File: config.mk
export PLATFORM = sky130hd
export DESIGN_NAME = prg_boot_mapper
export DESIGN_NICKNAME = d
export VERILOG_FILES = /design/src/rtl/prg_map_pkg.sv /design/src/rtl/prg_bus_sampler.sv /design/src/rtl/prg_mode_sync.sv /design/src/rtl/prg_bank_latch.sv /design/src/rtl/prg_decode.sv /design/src/rtl/prg_boot_mapper.sv
export SDC_FILE = /design/constraint.sdc
export NUM_CORES = 1
export LEC_CHECK = 0
export CAP_MARGIN = 20
export CELL_PAD_IN_SITES_DETAIL_PLACEMENT = 0
export CELL_PAD_IN_SITES_GLOBAL_PLACEMENT = 1
export CORE_MARGIN = 2
export CORE_UTILIZATION = 22
export CTS_BUF_LIST = sky130_fd_sc_hd__clkbuf_8 sky130_fd_sc_hd__clkbuf_16
export CTS_CLUSTER_SIZE = 14
export DETAILED_ROUTE_END_ITERATION = 6
export PLACE_DENSITY_LB_ADDON = 0.3
export SLEW_MARGIN = 10
export SYNTH_ARGS = -nofsm -noshare
export SYNTH_HDL_FRONTEND = slang
export SYNTH_SLANG_ARGS = --single-unit
File: constraint.sdc
create_clock -name clk -period 2.9 [get_ports clk]
set_clock_uncertainty 0.15 [all_clocks]
set_input_delay 0.725 -clock clk [delete_from_list [all_inputs] [get_ports clk]]
set_output_delay 0.725 -clock clk [all_outputs]
set_load 0.02 [all_outputs]
File: src/rtl/prg_map_pkg.sv
package prg_map_pkg;

  typedef enum logic {
    MAP_BOOT = 1'b0,
    MAP_GAME = 1'b1
  } map_mode_e;

  localparam int MAX_BANK_W = 8;

  // Upper window folding: the high address line forces every bank bit to one.
  function automatic logic [MAX_BANK_W-1:0] fold_window(
    input logic [MAX_BANK_W-1:0] latch_val,
    input logic                  hi_line
  );
    return latch_val | {MAX_BANK_W{hi_line}};
  endfunction

endpackage

File: src/rtl/prg_bus_sampler.sv
module prg_bus_sampler #(
  parameter int CAP_W = 4
) (
  input  logic             clk,
  input  logic             rst_n,
  input  logic             phi2,
  input  logic             cpu_rw,
  input  logic             prg_sel_n,
  input  logic [CAP_W-1:0] cpu_data,
  output logic             rw_s,
  output logic             sel_n_s,
  output logic [CAP_W-1:0] data_s,
  output logic             fall_evt
);

  logic phi2_s;

  always_ff @(posedge clk or negedge rst_n) begin
    if (!rst_n) begin
      phi2_s  <= 1'b0;
      rw_s    <= 1'b1;
      sel_n_s <= 1'b1;
      data_s  <= '0;
    end else begin
      phi2_s  <= phi2;
      rw_s    <= cpu_rw;
      sel_n_s <= prg_sel_n;
      data_s  <= cpu_data;
    end
  end

  // Phi2 was high at the previous sample and is low now.
  assign fall_evt = phi2_s & ~phi2;

endmodule

File: src/rtl/prg_mode_sync.sv
module prg_mode_sync
  import prg_map_pkg::*;
(
  input  logic      clk,
  input  logic      rst_n,
  input  logic      phi2,
  input  logic      game_mode,
  output map_mode_e mode_q
);

  always_ff @(posedge clk or negedge rst_n) begin
    if (!rst_n) begin
      mode_q <= MAP_BOOT;
    end else if (!phi2) begin
      mode_q <= game_mode ? MAP_GAME : MAP_BOOT;
    end
  end

endmodule

File: src/rtl/prg_bank_latch.sv
module prg_bank_latch
  import prg_map_pkg::*;
#(
  parameter int BANK_W = 4
) (
  input  logic              clk,
  input  logic              rst_n,
  input  logic              fall_evt,
  input  logic              rw_s,
  input  logic              sel_n_s,
  input  logic [BANK_W-1:0] data_s,
  input  map_mode_e         mode_q,
  output logic              wr_evt,
  output logic [BANK_W-1:0] bank_q
);

  assign wr_evt = fall_evt & ~rw_s & ~sel_n_s & (mode_q == MAP_GAME);

  always_ff @(posedge clk or negedge rst_n) begin
    if (!rst_n) begin
      bank_q <= '0;
    end else if (wr_evt) begin
      bank_q <= data_s;
    end
  end

endmodule

File: src/rtl/prg_decode.sv
module prg_decode
  import prg_map_pkg::*;
#(
  parameter int BANK_W  = 4,
  parameter int ADDR_W  = 15,
  parameter int BOOT_AW = 13,
  localparam int OFS_W  = ADDR_W - 1,
  localparam int GA_W   = BANK_W + OFS_W
) (
  input  logic [ADDR_W-1:0]  cpu_addr,
  input  logic               prg_sel_n,
  input  map_mode_e          mode_q,
  input  logic [BANK_W-1:0]  bank_q,
  output logic               boot_ce_n,
  output logic [BOOT_AW-1:0] boot_addr,
  output logic               game_ce_n,
  output logic [GA_W-1:0]    game_addr
);

  logic                  hi_line;
  logic                  in_game;
  logic [MAX_BANK_W-1:0] folded;
  logic [BANK_W-1:0]     bank_out;

  assign hi_line = cpu_addr[ADDR_W-1];
  assign in_game = (mode_q == MAP_GAME);
  assign folded  = fold_window(MAX_BANK_W'(bank_q), hi_line);

  for (genvar i = 0; i < BANK_W; i++) begin : g_bank_bit
    assign bank_out[i] = in_game & folded[i];
  end

  assign boot_ce_n = ~(~prg_sel_n & ~in_game);
  assign game_ce_n = ~(~prg_sel_n &  in_game);
  assign boot_addr = cpu_addr[BOOT_AW-1:0];
  assign game_addr = {bank_out, cpu_addr[OFS_W-1:0]};

endmodule

File: src/rtl/prg_boot_mapper.sv
module prg_boot_mapper
  import prg_map_pkg::*;
#(
  parameter int BANK_W  = 4,
  parameter int ADDR_W  = 15,
  parameter int BOOT_AW = 13,
  localparam int GA_W   = BANK_W + ADDR_W - 1
) (
  input  logic               clk,
  input  logic               rst_n,
  input  logic               phi2,
  input  logic               cpu_rw,
  input  logic               prg_sel_n,
  input  logic [ADDR_W-1:0]  cpu_addr,
  input  logic [BANK_W-1:0]  cpu_data_lo,
  input  logic               game_mode,
  output logic               boot_ce_n,
  output logic [BOOT_AW-1:0] boot_addr,
  output logic               game_ce_n,
  output logic [GA_W-1:0]    game_addr
);

  logic              rw_s;
  logic              sel_n_s;
  logic [BANK_W-1:0] data_s;
  logic              fall_evt;
  logic              wr_evt;
  logic [BANK_W-1:0] bank_q;
  map_mode_e         mode_q;

  prg_bus_sampler #(.CAP_W(BANK_W)) u_sampler (
    .clk      (clk),
    .rst_n    (rst_n),
    .phi2     (phi2),
    .cpu_rw   (cpu_rw),
    .prg_sel_n(prg_sel_n),
    .cpu_data (cpu_data_lo),
    .rw_s     (rw_s),
    .sel_n_s  (sel_n_s),
    .data_s   (data_s),
    .fall_evt (fall_evt)
  );

  prg_mode_sync u_mode (
    .clk      (clk),
    .rst_n    (rst_n),
    .phi2     (phi2),
    .game_mode(game_mode),
    .mode_q   (mode_q)
  );

  prg_bank_latch #(.BANK_W(BANK_W)) u_latch (
    .clk     (clk),
    .rst_n   (rst_n),
    .fall_evt(fall_evt),
    .rw_s    (rw_s),
    .sel_n_s (sel_n_s),
    .data_s  (data_s),
    .mode_q  (mode_q),
    .wr_evt  (wr_evt),
    .bank_q  (bank_q)
  );

  prg_decode #(
    .BANK_W (BANK_W),
    .ADDR_W (ADDR_W),
    .BOOT_AW(BOOT_AW)
  ) u_decode (
    .cpu_addr (cpu_addr),
    .prg_sel_n(prg_sel_n),
    .mode_q   (mode_q),
    .bank_q   (bank_q),
    .boot_ce_n(boot_ce_n),
    .boot_addr(boot_addr),
    .game_ce_n(game_ce_n),
    .game_addr(game_addr)
  );

endmodule

==> reports/summary.txt <==
Adder-Cell Fraction of Synth Area: 0
Vias post-DR: 278
Syn Nets: 77
Max Fanout on Critical Path: 3
CTS H-tree lvls: 1
DRT iter0 DRCs: 4
Worst path buffer plus inverter count: 2
Synth top area cells: dfrtp_1 40%, buf_4 33%, mux2_2 9.0%
Pre-antenna DRT Iters: 2
Die width: 57.2 um
Die area: 3270 um^2
Placed insts: 72
Reg clk slew, reported paths: 50 ps
Maximum number of pins on one net before global-route repair: 13
Tcrit/Tclk final: 0.978
Synth Area in Compound Gates: 0.0482
Initial antenna violation count: 0
Critical Path RT: 2030 ps
Leak: 0.000321 uW
Final Core Density: 0.250
Critical Path, Cell by Cell: clkdlybuf4s50_1 -> or2_2 -> clkdlybuf4s50_1
Vias in the first global route: 310
Via density: 3.66
Slew Viols, Final: 0
Port bufs: 16
Final Hold Fails: 0
Placement Setup Slack: 1.64 ps
Most common library cells after synthesis: 27 x buf_4, 10 x dfrtp_1, 5 x mux2_2, 4 x o21a_1, 2 x dfstp_2
Unrepaired setup endpoints after global routing: false
Die Height: 57.2 um
DRC violations left: 0
Min-Delay Path Class: reg2reg
Seq/Total Area, Yosys: 0.486
GRT Total Usage: 0.0515
EDFF count, synth: 0
ANT cells: 0
IO Pins: 58
Max-Cap Viols: 0
Final Non-Filler Cells: 76
Synth warn: 0
Core box area: 2730 um^2
Slowest stage delay, CP: 540 ps
Ys flop type: dfrtp_1
Area delta synth->final: 9.84%
Critical path's slowest cell: clkdlybuf4s50_1
Mux cell area share after synthesis: 0.0904
Critical Path Sink Type: output pin
Clock Latency Late Sink: 230 ps
Post-Synth Simple-Gate Area: 0.0502
Tightest Pin Transition: 535 ps
Critical Path Start Type: input pin
Clock Path Buffers: 2
First-pass GRT wire length: 1320 um
Initial Util: 0.228
Worst vdd ir: 399 uV
Unique masters post-synth: 9
Register area: 303 um^2
Min Tclk post-route: 2840 ps
Status: completed
Setup TNS Final: 0 ps
F_max: 0.352 GHz
Fillers: 289
Total gr overflow: 0
Post-synth ARST share: 1.00
TritonCTS buffer count: 3
Routed WL per cell: 10.8 um
Largest family of logic cells by synthesized area: buffers and inverters
Total clock sinks: 12
Synth Instances: 52
Final setup vio count: 0
Synth Register Bits: 12
Slew margin rel.: 0.642
Layout net count: 71
Drt total wl: 818 um
CTS tree: yes
Critical path arrival: 1960 ps
Kind of critical path: in2out
# rows: 19
Yosys top cell by area: dfrtp_1
Most common cell in the synthesized netlist: buf_4
Layout cell share with drive strength beyond 1: 0.289
Root buf cell: clkbuf_8
Synth top area share: 0.402
Multi-input gate area: 118 um^2
Pwr Density: 656 nW/um^2
ANT nets after route: 0
XOR/XNOR share of the synthesized area: 0
Crit-path most repeated cell: clkdlybuf4s50_1
GP Congestion: 0.620
Avg Inst Size Synth: 12.0 um^2
Fin worst setup slack: 63.0 ps
Mapped cell area: 623 um^2
Crit-path leading delay family: buffers and inverters
==> cell usage in the layout, fill, tap and decap left out <==
master | synthesis | final
dlymetal6s2s_1 | 0 | 4
or2_2 | 1 | 1
o21a_1 | 4 | 4
dfstp_2 | 2 | 2
nand2b_1 | 1 | 1
dfrtp_1 | 10 | 10
mux2_2 | 5 | 5
nor4b_2 | 1 | 1
clkbuf_8 | 0 | 4
clkdlybuf4s50_1 | 0 | 12
nand2_1 | 1 | 1
==> flip-flops by register name (all words and copies together), names as in the netlist <==
name,flops
u_latch.bank_q,4
u_sampler.data_s,4
u_mode.mode_q,1
u_sampler.phi2_s,1
u_sampler.rw_s,1
u_sampler.sel_n_s,1
==> final cells by class <==
type	count	area share
clock buffers	4	0.0804
multi-input cells	13	0.172
well taps	31	0.0567
flip-flops and latches	12	0.442
repair buffers	16	0.249
==> where the power goes <==
group / switching, uW / internal (uW) / leakage (uW)
clock network: 54.3 / 119 / 0.0000288
registers: 11.8 / 190 / 0.000140
logic: 28.4 / 44.7 / 0.000152
total: 94.5 / 354 / 0.000321
==> timing repair <==
action / 4_1_cts / 5_1_grt
hold buffers: 0 / 0
setup endpoints to repair: 0 / 4
resized for setup: 0 / 4
setup buffers: 0 / 0
==> path summary, 6_finish.rpt <==
path                            cells after the start                 from  slack (ps)                  end
worst max-delay path                                3            prg_sel_n          60            boot_ce_n
worst min-delay path                                1  u_sampler.data_s[3]         320    u_latch.bank_q[3]
worst max register to register                      3       u_sampler.rw_s        1550    u_latch.bank_q[1]
worst min register to register                      1  u_sampler.data_s[3]         320    u_latch.bank_q[3]
max in group asynchronous                           1                rst_n        1540    u_sampler.sel_n_s
min in group asynchronous                           1                rst_n         700  u_sampler.data_s[1]
==> per-layer routing <==
metal,routed length [um],share of wire,GRT usage
met2,441,0.54,0.0887
met4,0,0,0.0299
met3,104,0.13,0.0249
met5,0,0,0
met1,272,0.33,0.0498
==> stage by stage <==
step                      hold WS [ps]  instance area (um^2)  total power, uW
after floorplan                    279                   623              294
after global placement             308                   619              281
after detailed placement           317                   619              281
after CTS                          329                   674              460
after global routing               347                   684              473
final                              324                   684              449
==> logic make-up after synthesis <==
family	Yosys count
buffers and inverters	27
multiplexers	5
flip-flops	12
AO/OA/AOI/OAI	4
AND/OR/NAND/NOR	4
(Power assumes the default switching activity.)
